`config.mk`:
```
export PLATFORM = sky130hd
export DESIGN_NAME = bnk_prg_latch
export DESIGN_NICKNAME = d
export VERILOG_FILES = /design/src/rtl/bnk_pkg.sv /design/src/rtl/bnk_bus_fsm.sv /design/src/rtl/bnk_bank_latch.sv /design/src/rtl/bnk_ppu_map.sv /design/src/rtl/bnk_prg_latch.sv
export SDC_FILE = /design/constraint.sdc
export NUM_CORES = 1
export LEC_CHECK = 0
export ABC_CLOCK_PERIOD_IN_PS = 1100
export BUFFER_PORTS_ARGS = -buffer_cell sky130_fd_sc_hd__buf_2
export CAP_MARGIN = 10
export CORE_MARGIN = 4
export CORE_UTILIZATION = 26
export CTS_BUF_LIST = sky130_fd_sc_hd__clkbuf_2
export CTS_CLUSTER_DIAMETER = 50
export CTS_CLUSTER_SIZE = 40
export DETAILED_ROUTE_END_ITERATION = 8
export PLACE_DENSITY_LB_ADDON = 0.25
export SLEW_MARGIN = 40
export SYNTH_ARGS = -nofsm -noshare
export SYNTH_HDL_FRONTEND = slang
export SYNTH_SLANG_ARGS = --single-unit
```
`constraint.sdc`:
```
create_clock -name clk -period 1.1 [get_ports clk]
set_clock_uncertainty 0.1 [all_clocks]
set_input_delay 0.22 -clock clk [delete_from_list [all_inputs] [get_ports clk]]
set_output_delay 0.22 -clock clk [all_outputs]
set_load 0.05 [all_outputs]
```
`src/rtl/bnk_pkg.sv`:
```
package bnk_pkg;

    // Classification of one sampled clock of the CPU bus.
    typedef enum logic [1:0] {
        ST_IDLE       = 2'd0,
        ST_PRG_READ   = 2'd1,
        ST_PRG_WRITE  = 2'd2,
        ST_LOW_ACCESS = 2'd3
    } bus_state_t;

    // Picks the state that the present bus inputs describe.
    function automatic bus_state_t classify(input logic strobe,
                                            input logic a15,
                                            input logic rw);
        bus_state_t s;
        if (!strobe)   s = ST_IDLE;
        else if (!a15) s = ST_LOW_ACCESS;
        else if (rw)   s = ST_PRG_READ;
        else           s = ST_PRG_WRITE;
        return s;
    endfunction

endpackage

```
`src/rtl/bnk_bus_fsm.sv`:
```
module bnk_bus_fsm
    import bnk_pkg::*;
(
    input  logic       clk,
    input  logic       rst_n,
    input  logic       cpu_strobe,
    input  logic       cpu_a15,
    input  logic       cpu_rw,
    output bus_state_t state_q,
    output logic       capture_en,
    output logic       commit_en
);

    bus_state_t state_d;

    assign state_d = classify(cpu_strobe, cpu_a15, cpu_rw);

    // State register
    always_ff @(posedge clk) begin
        if (!rst_n) begin
            state_q <= ST_IDLE;
        end else begin
            state_q <= state_d;
        end
    end

    // Outputs: capture while a high write runs, commit when it ends
    always_comb begin
        capture_en = 1'b0;
        commit_en  = 1'b0;
        unique case (state_q)
            ST_IDLE, ST_PRG_READ, ST_LOW_ACCESS: begin
                capture_en = (state_d == ST_PRG_WRITE);
            end
            ST_PRG_WRITE: begin
                capture_en = (state_d == ST_PRG_WRITE);
                commit_en  = rst_n && (state_d != ST_PRG_WRITE);
            end
            default: begin
                capture_en = 1'b0;
                commit_en  = 1'b0;
            end
        endcase
    end

endmodule

```
`src/rtl/bnk_bank_latch.sv`:
```
module bnk_bank_latch #(
    parameter int BANK_W      = 2,
    parameter bit CONFLICT_EN = 1'b1
) (
    input  logic              clk,
    input  logic              capture_en,
    input  logic              commit_en,
    input  logic [BANK_W-1:0] wdata_lo,
    input  logic [BANK_W-1:0] rdata_lo,
    output logic [BANK_W-1:0] cap_q,
    output logic [BANK_W-1:0] bank_q
);

    logic [BANK_W-1:0] eff_val;

    generate
        if (CONFLICT_EN) begin : g_and_conflict
            assign eff_val = wdata_lo & rdata_lo;
        end else begin : g_clean_write
            logic unused_rdata;
            assign unused_rdata = ^rdata_lo;
            assign eff_val      = wdata_lo;
        end
    endgenerate

    // No reset: the bank has no defined power-on value.
    always_ff @(posedge clk) begin
        if (capture_en) begin
            cap_q <= eff_val;
        end
        if (commit_en) begin
            bank_q <= cap_q;
        end
    end

endmodule

```
`src/rtl/bnk_ppu_map.sv`:
```
module bnk_ppu_map #(
    parameter int PPU_AW = 14,
    parameter int CHR_AW = 13
) (
    input  logic              mirror_vert,
    input  logic [PPU_AW-1:0] ppu_addr,
    output logic [CHR_AW-1:0] chr_addr,
    output logic              chr_ce,
    output logic              ciram_ce,
    output logic              ciram_a10
);

    assign chr_addr  = ppu_addr[CHR_AW-1:0];
    assign chr_ce    = ~ppu_addr[CHR_AW];
    assign ciram_ce  = ppu_addr[CHR_AW];
    assign ciram_a10 = mirror_vert ? ppu_addr[10] : ppu_addr[11];

endmodule

```
`src/rtl/bnk_prg_latch.sv`:
```
module bnk_prg_latch
    import bnk_pkg::*;
#(
    parameter int DATA_W      = 8,
    parameter int BANK_W      = 2,
    parameter int WIN_W       = 15,
    parameter int PPU_AW      = 14,
    parameter int CHR_AW      = 13,
    parameter bit CONFLICT_EN = 1'b1
) (
    input  logic                    clk,
    input  logic                    rst_n,
    input  logic [WIN_W:0]          cpu_addr,
    input  logic [DATA_W-1:0]       cpu_wdata,
    input  logic                    cpu_rw,
    input  logic                    cpu_strobe,
    input  logic [DATA_W-1:0]       prg_rdata,
    output logic [WIN_W+BANK_W-1:0] prg_addr,
    output logic                    prg_oe,
    input  logic [PPU_AW-1:0]       ppu_addr,
    input  logic                    mirror_vert,
    output logic [CHR_AW-1:0]       chr_addr,
    output logic                    chr_ce,
    output logic                    ciram_ce,
    output logic                    ciram_a10
);

    localparam int A15_BIT = WIN_W;

    bus_state_t        state_q;
    logic              capture_en;
    logic              commit_en;
    logic [BANK_W-1:0] cap_q;
    logic [BANK_W-1:0] bank_q;
    logic              unused_hi;

    assign unused_hi = ^{cpu_wdata[DATA_W-1:BANK_W], prg_rdata[DATA_W-1:BANK_W]};

    bnk_bus_fsm u_fsm (
        .clk        (clk),
        .rst_n      (rst_n),
        .cpu_strobe (cpu_strobe),
        .cpu_a15    (cpu_addr[A15_BIT]),
        .cpu_rw     (cpu_rw),
        .state_q    (state_q),
        .capture_en (capture_en),
        .commit_en  (commit_en)
    );

    bnk_bank_latch #(
        .BANK_W      (BANK_W),
        .CONFLICT_EN (CONFLICT_EN)
    ) u_latch (
        .clk        (clk),
        .capture_en (capture_en),
        .commit_en  (commit_en),
        .wdata_lo   (cpu_wdata[BANK_W-1:0]),
        .rdata_lo   (prg_rdata[BANK_W-1:0]),
        .cap_q      (cap_q),
        .bank_q     (bank_q)
    );

    bnk_ppu_map #(
        .PPU_AW (PPU_AW),
        .CHR_AW (CHR_AW)
    ) u_ppu (
        .mirror_vert (mirror_vert),
        .ppu_addr    (ppu_addr),
        .chr_addr    (chr_addr),
        .chr_ce      (chr_ce),
        .ciram_ce    (ciram_ce),
        .ciram_a10   (ciram_a10)
    );

    assign prg_addr = {bank_q, cpu_addr[WIN_W-1:0]};
    assign prg_oe   = cpu_strobe & cpu_rw & cpu_addr[A15_BIT];

endmodule

```
Yosys cells after proc, flatten, opt, wreduce, memory -nomap -nowiden
Index checks and enable logic that the tools add are counted.

Eq/ne operators: 5. Multiplexer cells: 6. Bitwise logic cells: 4. Reductions and logical operators: 3.

Operator list (number): equality test 2 bit (second input constant) (3); two-way mux 2 bit (3); OR reduction 4 bit (1); two-way mux 1 bit (3); AND 1 bit (2); AND 2 bit (1); equality test 2 x 1 -> 1 bit (second input constant) (1); zero test 2 bit (1); inequality test 2 bit (second input constant) (1); logical AND 1 bit (1); inverter 1 bit (1).

Register bits: 6. Output and inout port bits: 34.

Logic depth before layout (Yosys ltp)
Gate-level depths: netlist (run 1).

Depth in word-level cells: 6. Depth in mapped cells: 2. Depth with buffers taken out: 2.

Hierarchy
From an unflattened synthesis (run 1), not the netlist that was laid out.

Cells, all modules: 47. Area, all modules: 455.4 µm².

By module, submodules not included: bnk_bank_latch (times used 1, cells an instance 6, area an instance 132.6 µm², sequential area each 120.1 µm²); bnk_ppu_map (times used 1, cells an instance 16, area an instance 123.9 µm², sequential area each 0.0 µm²); bnk_prg_latch (times used 1, cells an instance 16, area an instance 118.9 µm², sequential area each 0.0 µm²); bnk_bus_fsm (times used 1, cells an instance 9, area an instance 80.1 µm², sequential area each 40.0 µm²).

Worst setup path before layout (run 1)
OpenSTA, ideal clock, no wires.

Path kind: input to register. From: input cpu_addr[15]. To: register u_latch.bank_q[0] (enable). Arrival time: 0.604 ns. Required time: 0.686 ns. Path slack: 0.082 ns. Stages on the path: 2. Buffers on the path: 0. Cells stage by stage: and3b_1 nor3_2.

Cells in the longest elaborated chain, start to end: 5.

RTL lines: start: declaration (line bnk_prg_latch.sv:13) `input logic [WIN_W:0] cpu_addr,`; two-way mux 2 bit (line bnk_pkg.sv:17) `else if (!a15) s = ST_LOW_ACCESS;`; two-way mux 2 bit (line bnk_pkg.sv:16) `if (!strobe) s = ST_IDLE;`; inequality test 2 bit (line bnk_bus_fsm.sv:37) `commit_en = rst_n && (state_d != ST_PRG_WRITE);`; logical AND 1 bit (line bnk_bus_fsm.sv:37); two-way mux 1 bit (line bnk_bus_fsm.sv:31) `unique case (state_q)`; named net commit_en (line bnk_prg_latch.sv:32) `logic commit_en;`; end signal: assignment (line bnk_bank_latch.sv:32) `bank_q <= cap_q;`; end: declaration (line bnk_bank_latch.sv:11) `output logic [BANK_W-1:0] bank_q`.

The timed path passes the listed nets, and every way through them passes these cells. A chain may end at the register's enable or synchronous reset.

Worst setup path in the final report (run 1)
From: register u_latch.bank_q[1]. To: output prg_addr[16].

RTL lines: end: declaration (line bnk_prg_latch.sv:18) `output logic [WIN_W+BANK_W-1:0] prg_addr,`.

No word-level cell between the ends.

==> qor.csv, run 1 <==
metric,value,unit
path_buf_inv,1,
flop_pwr_share,0.460,
asyncSetResetFlopFracSynth,0,
initial_drt_pass_iterations,2,
clk_path_buf_depth,2,
syn_nets,98,
met2RoutedLength,300,um
crit_type,reg -> out,
port-buffer-count,20,
antenna_left,0,
worstHoldStart,cpu_strobe,
outcome,"finished, final reports clean",
slew_headroom,0.8335,
grt_antenna_before_repair,0,
worst_ir_drop_vdd,0.4088,mV
r2r_end,u_latch.bank_q[1],
synth.cell_area,452.9,um2
layout.core_utilization,0.2730,
grt_start_max_net_pins,5,
layout-drive-gt1-share,0.6667,
tritoncts_clock_tree,yes,
avg_synthesized_cell_area,9.637,um2
max_cap_viols,0,
vias,253,
area_fraction_of_the_dominant_cell_type_after_synthesis,0.4807,
hpwl,534.3,um
report.power.total,0.5456,mW
core-area,1577,um2
start_kind,flop,
area_delta_synth_final,-4.972,%
synth-warning-count,0,
synth-seq-area-share,0.3536,
met3WireLength,104,um
yosys_most_used_dff,sky130_fd_sc_hd__edfxtp_1,
setup.reg_to_reg.worst_slack,0.19,ns
hold_path.class,in -> reg,
worst_slew_pin_slew,0.2515,ns
final_cell_count_no_fill,61,
timing.critical_path.slowest_cell_delay,0.38,ns
clkSinkCount,6,
setup_slack_after_layout,0.01148,ns
synth_area_leaders,"sky130_fd_sc_hd__buf_4 48%, sky130_fd_sc_hd__edfxtp_1 27%, sky130_fd_sc_hd__dfxtp_1 8.8%",
p_sw,0.1523,mW
postSynthRegisterBits,6,
finalSetupViolations,0,
finalSetupTns,0,ns
postPlaceCellArea,377.9,um2
h-tree-depth,1,
cts.repair_timing.setup_buffer_count,0,
synth_top_area_cell,sky130_fd_sc_hd__buf_4,
first_global_vias,234,
clock_latency,0.22,ns
r2r-start,u_fsm.state_q[0],
crit_fanout,1,
die_x,49.74,um
worstSetupEndpointType,output port,
worstPathCellList,buf_6,
whs_endpoint,u_fsm.state_q[0],
diodes_inserted,0,
avgViaCountPerCell,4.148,
topRoutingLayerUsed,met4,
pre_cts_slack,-0.06715,ns
gr-usage-all-layers,0.05412,
synth-compound-area-share,0.02210,
finalWirelength,632,um
num-nets-final,97,
numCtsBuffers,3,
power_frac_clock,0.330,
yosys.area_share.adder,0,
combinationalPowerShare,0.211,
power.share.switching,0.2791,
critical-path-top-delay-family,flip-flops,
crit_path_time_final,1.089,ns
synth_top_family_by_area,buffers and inverters,
netlist_instances,47,
top_level_ports,85,
yosys.area_share.xor_xnor,0,
instance_count_after_placement_with_tap_cells_included,57,
synth-simple-area-share,0.1022,
routed_met1_length,189,um
grt_pass1_wl,924,um
gpl_congestion,0.6744,
final_area,430.4,um2
cell_internal_pwr,0.3933,mW
slowest_stage,sky130_fd_sc_hd__edfxtp_1,
final_min_period_over_clock_period,0.9896,
post_synth_most_frequent_cells,"29 x sky130_fd_sc_hd__buf_4, 4 x sky130_fd_sc_hd__edfxtp_1",
timing.fmax,918.7,MHz
global_route.overflow_total,0,
cts_root_buffer,sky130_fd_sc_hd__clkbuf_2,
critPathArrivalTime,0.77,ns
clk_pin_slew,0.07,ns
crit_required,0.78,ns
post-route-drc-count,0,
yosysUniqueCellTypes,11,
wl_per_cell,10.36,um
post-synth-top-count-cell,sky130_fd_sc_hd__buf_4,
die_area,2474,um2
placement_rows,14,
synth.area.mux_share,0.02486,
first_iter_violations,4,
initial_utilization,0.2873,
reg2regPathDepth,1,
final_hold_viol_count,0,
synth-edff-count,4,
fin_worst_hold_slack,0.1682,ns
pwr_density_cell,1268,nW/um2
die_height,49.74,um
hold_path_depth,3,
post_cts_hold_buffers,0,
drv_slew,0,
leakage_power_total,0.2188,nW
grt_setup_unrepaired,yes,
==> cell usage in the layout (no fill, tap or decap) <==
cell                       instances
sky130_fd_sc_hd__and3_2            1
sky130_fd_sc_hd__a21oi_1           2
sky130_fd_sc_hd__inv_1             2
sky130_fd_sc_hd__buf_6             3
sky130_fd_sc_hd__buf_8             1
sky130_fd_sc_hd__buf_4             3
sky130_fd_sc_hd__dfxtp_1           2
sky130_fd_sc_hd__nor3_2            1
sky130_fd_sc_hd__nand2_1           2
sky130_fd_sc_hd__buf_2            16
sky130_fd_sc_hd__clkbuf_2          4
sky130_fd_sc_hd__edfxtp_1          4
sky130_fd_sc_hd__mux2_4            1
sky130_fd_sc_hd__and3b_1           1
sky130_fd_sc_hd__and2_1            2
==> state kept, by name, indices dropped and copies added (netlist names) <==
signal and cells:
u_fsm.state_q 2, u_latch.bank_q 2, u_latch.cap_q 2
==> power by group through the flow <==
| stage | registers (mW) | logic, mW | clock network (mW) |
|---|---|---|---|
| after global placement | 0.255 | 0.104 | 0 |
| after global routing | 0.252 | 0.123 | 0.202 |
| after detailed placement | 0.256 | 0.105 | 0 |
| after CTS | 0.251 | 0.109 | 0.191 |
| after floorplan | 0.256 | 0.323 | 0 |
| final | 0.251 | 0.115 | 0.180 |
==> routing by layer <==
layer / global-route usage / vias up
li1: - / 118
met1: 0.04044 / 105
met2: 0.06828 / 24
met3: 0.02711 / 6
met4: 0.1106 / 0
met5: 0 / -
==> cells by family (layout without fill, tap and decap cells) <==
kind of cell           Yosys count  count (layout)
DFF                              6               6
buffers and inverters           31              29
and+or+nand+nor                  7               7
muxes                            1               1
AOI/OAI and AO/OA                2               2
==> timing repair <==
item,4_1_cts,5_1_grt
setup endpoints to repair,3,3
resized for setup,6,3
pin swaps,0,0
==> area by class of cell <==
cell class              instances  area [um2]
clock buffers                   4       20.02
fillers                       177        1146
inverters                       2       7.507
multi-input cells              10       71.32
flip-flops and latches          6       160.2
well taps                      16       20.02
repair buffers                 23       151.4
==> how the worst max path moves through the flow <==
stage	startpoint	to	slack (ns)	cells past startpoint
6_report	u_latch.bank_q[1]	prg_addr[16]	0.01	1
3_5_place_dp	cpu_addr[15]	u_latch.bank_q[1]	-0.07	3
4_1_cts	u_latch.bank_q[1]	prg_addr[16]	-0.01	1
2_1_floorplan	cpu_addr[15]	u_latch.bank_q[0]	0.08	2
5_1_grt	u_latch.bank_q[0]	prg_addr[15]	-0.03	1
3_3_place_gp	cpu_addr[15]	u_latch.bank_q[0]	-0.06	3
(Power assumes the default switching activity.)
==> run 2, diff against run 1 <==
--- a/config.mk
+++ b/config.mk
@@ -9,7 +9,7 @@
 export BUFFER_PORTS_ARGS = -buffer_cell sky130_fd_sc_hd__buf_2
 export CAP_MARGIN = 10
 export CORE_MARGIN = 4
-export CORE_UTILIZATION = 26
+export CORE_UTILIZATION = 25
 export CTS_BUF_LIST = sky130_fd_sc_hd__clkbuf_2
 export CTS_CLUSTER_DIAMETER = 50
 export CTS_CLUSTER_SIZE = 40
==> run 2 against run 1 <==
Net effect: sequential power about the same; non-clock buffer count unchanged; critical path depth up 2; setup slack better by 0.011 ns; count of clock-buffer cells in the layout unchanged; register-to-register slack about the same; first-iteration DRC count up 25%; wire length up 9.7%; cell area up 2.6%; critical endpoint is now ciram_a10.
==> qor.csv, run 2 (synthesized netlist as in run 1, its figures left out) <==
metric,value,unit,change
hold_path.class,in -> reg,,
avgViaCountPerCell,3.743,,-9.8%
initial_drt_pass_iterations,2,,unchanged
grt_pass1_wl,993,um,+7.5%
crit_path_time_final,1.078,ns,-0.01063 ns
clock_latency,0.21,ns,about the same
clkSinkCount,6,,unchanged
clk_pin_slew,0.05,ns,-0.02 ns
h-tree-depth,1,,unchanged
worstSetupEndpointType,output port,,
crit_required,0.78,ns,about the same
tritoncts_clock_tree,yes,,
worst_ir_drop_vdd,0.2826,mV,-31%
core-area,1727,um2,+9.5%
vias,262,,+3.6%
start_kind,input port,,
commonest_non_fill_non_tap_cell_in_the_layout,sky130_fd_sc_hd__buf_2,,
max_cap_viols,0,,unchanged
slew_headroom,0.8341,,about the same
global_route.overflow_total,0,,unchanged
area_delta_synth_final,-2.486,%,
num-nets-final,97,,unchanged
top_level_ports,85,,unchanged
grt_antenna_before_repair,0,,unchanged
nFillCells,193,,+9.0%
leakage_power_total,0.2188,nW,unchanged
layout-drive-gt1-share,0.6667,,unchanged
crit_type,in -> out,,
initial_utilization,0.2623,,-0.02498
report.power.total,0.5366,mW,-1.6%
gpl_congestion,0.5493,,-19%
final_min_period_over_clock_period,0.9799,,-0.009660
clk_path_buf_depth,2,,unchanged
setup_slack_after_layout,0.02210,ns,+0.01063 ns
numCtsBuffers,3,,unchanged
critPathArrivalTime,0.76,ns,about the same
crit_fanout,1,,unchanged
first_iter_violations,5,,+1
grt_setup_unrepaired,yes,,
diodes_inserted,0,,unchanged
die_area,2557,um2,+3.4%
outcome,"finished, final reports clean",,
gr-usage-all-layers,0.05250,,-0.001621
worst_slew_pin_slew,0.2506,ns,-0.0009818 ns
placement_rows,15,,+1
antenna_left,0,,unchanged
final_cell_mix,"16 x sky130_fd_sc_hd__buf_2, 4 x sky130_fd_sc_hd__clkbuf_2, 4 x sky130_fd_sc_hd__edfxtp_1",,
finalSetupViolations,0,,unchanged
final_hold_viol_count,0,,unchanged
pre_cts_slack,-0.06316,ns,+0.003997 ns
finalWirelength,693,um,+9.7%
reg.largest.list,"u_fsm.state_q (2), u_latch.bank_q (2), u_latch.cap_q (2)",,
grt_start_max_net_pins,5,,unchanged
die_height,50.57,um,+1.7%
timing.fmax,927.7,MHz,+0.99%
post-route-drc-count,0,,unchanged
drv_slew,0,,unchanged
wl_per_cell,9.900,um,-4.4%
die_x,50.57,um,+1.7%
port-buffer-count,20,,unchanged
first_global_vias,244,,+4.3%
cts_root_buffer,sky130_fd_sc_hd__clkbuf_2,,
setup.reg_to_reg.worst_slack,0.18,ns,about the same
pwr_density_cell,1215,nW/um2,-4.1%
==> run 2: cell counts in the layout (fill, tap and decap cells not counted) <==
Identical to the previous run, type by type.
==> run 2: stage by stage <==
step | TNS [ns] | cell area [um2] | util | cells | hold WS (ns)
floorplan | 0 | 452.9 | - | 47 | 0.2088
global placement | -0.1639 | 389.1 | 0.2254 | 66 | 0.3054
CTS | -0.0002032 | 417.9 | 0.2420 | 70 | 0.1662
detailed placement | -0.1715 | 389.1 | 0.2254 | 66 | 0.3075
global route | -0.02882 | 441.7 | 0.2558 | 70 | 0.1725
finish | 0 | 441.7 | 0.2558 | 70 | 0.1752
==> run 2: final timing paths <==
check                            to  cells past startpoint        startpoint
hold reg to reg   u_latch.bank_q[1]                      0  u_latch.cap_q[1]
hold / removal     u_fsm.state_q[1]                      3        cpu_strobe
setup reg to reg  u_latch.bank_q[0]                      1  u_fsm.state_q[0]
setup / recovery          ciram_a10                      3       mirror_vert
==> run 2: worst max-delay path, cell delays in order <==
cell and delay [ns]:
sky130_fd_sc_hd__buf_6 0.09, sky130_fd_sc_hd__mux2_4 0.29, sky130_fd_sc_hd__buf_8 0.15
==> run 2: area by class of cell <==
cell class	count	area [um2]	area share
repair buffers	23	151.4	0.3428
multi-input cells	10	71.32	0.1615
inverters	2	7.507	0.01700
flip-flops and latches	6	160.2	0.3626
clock buffers	4	20.02	0.04533
well taps	25	31.28	0.07082
==> run 2: report_power, final <==
group	switching (mW)	leakage (nW)	internal (mW)	total, mW
clock network	0.0743	0.0166	0.0964	0.171
logic	0.0670	0.153	0.0482	0.115
registers	0.00193	0.0489	0.249	0.251
==> run 2: timing repair <==
action                     4_1_cts  5_1_grt
gates resized for setup          3        7
setup endpoints to repair        2        3
buffers inserted                 0        0
pin swaps                        0        0
hold buffers                     0        0
gates cloned                     0        0
==> run 2: per-layer routing <==
| metal | part of all wire | vias to the layer above | routed length (um) | GRT usage |
|---|---|---|---|---|
| met1 | 0.27 | 113 | 187 | 0.03770 |
| met4 | 0.061 | 0 | 42 | 0.05830 |
| met3 | 0.19 | 14 | 132 | 0.05341 |
| li1 | - | 115 | - | - |
| met2 | 0.48 | 20 | 331 | 0.07174 |
| met5 | 0 | - | 0 | 0 |
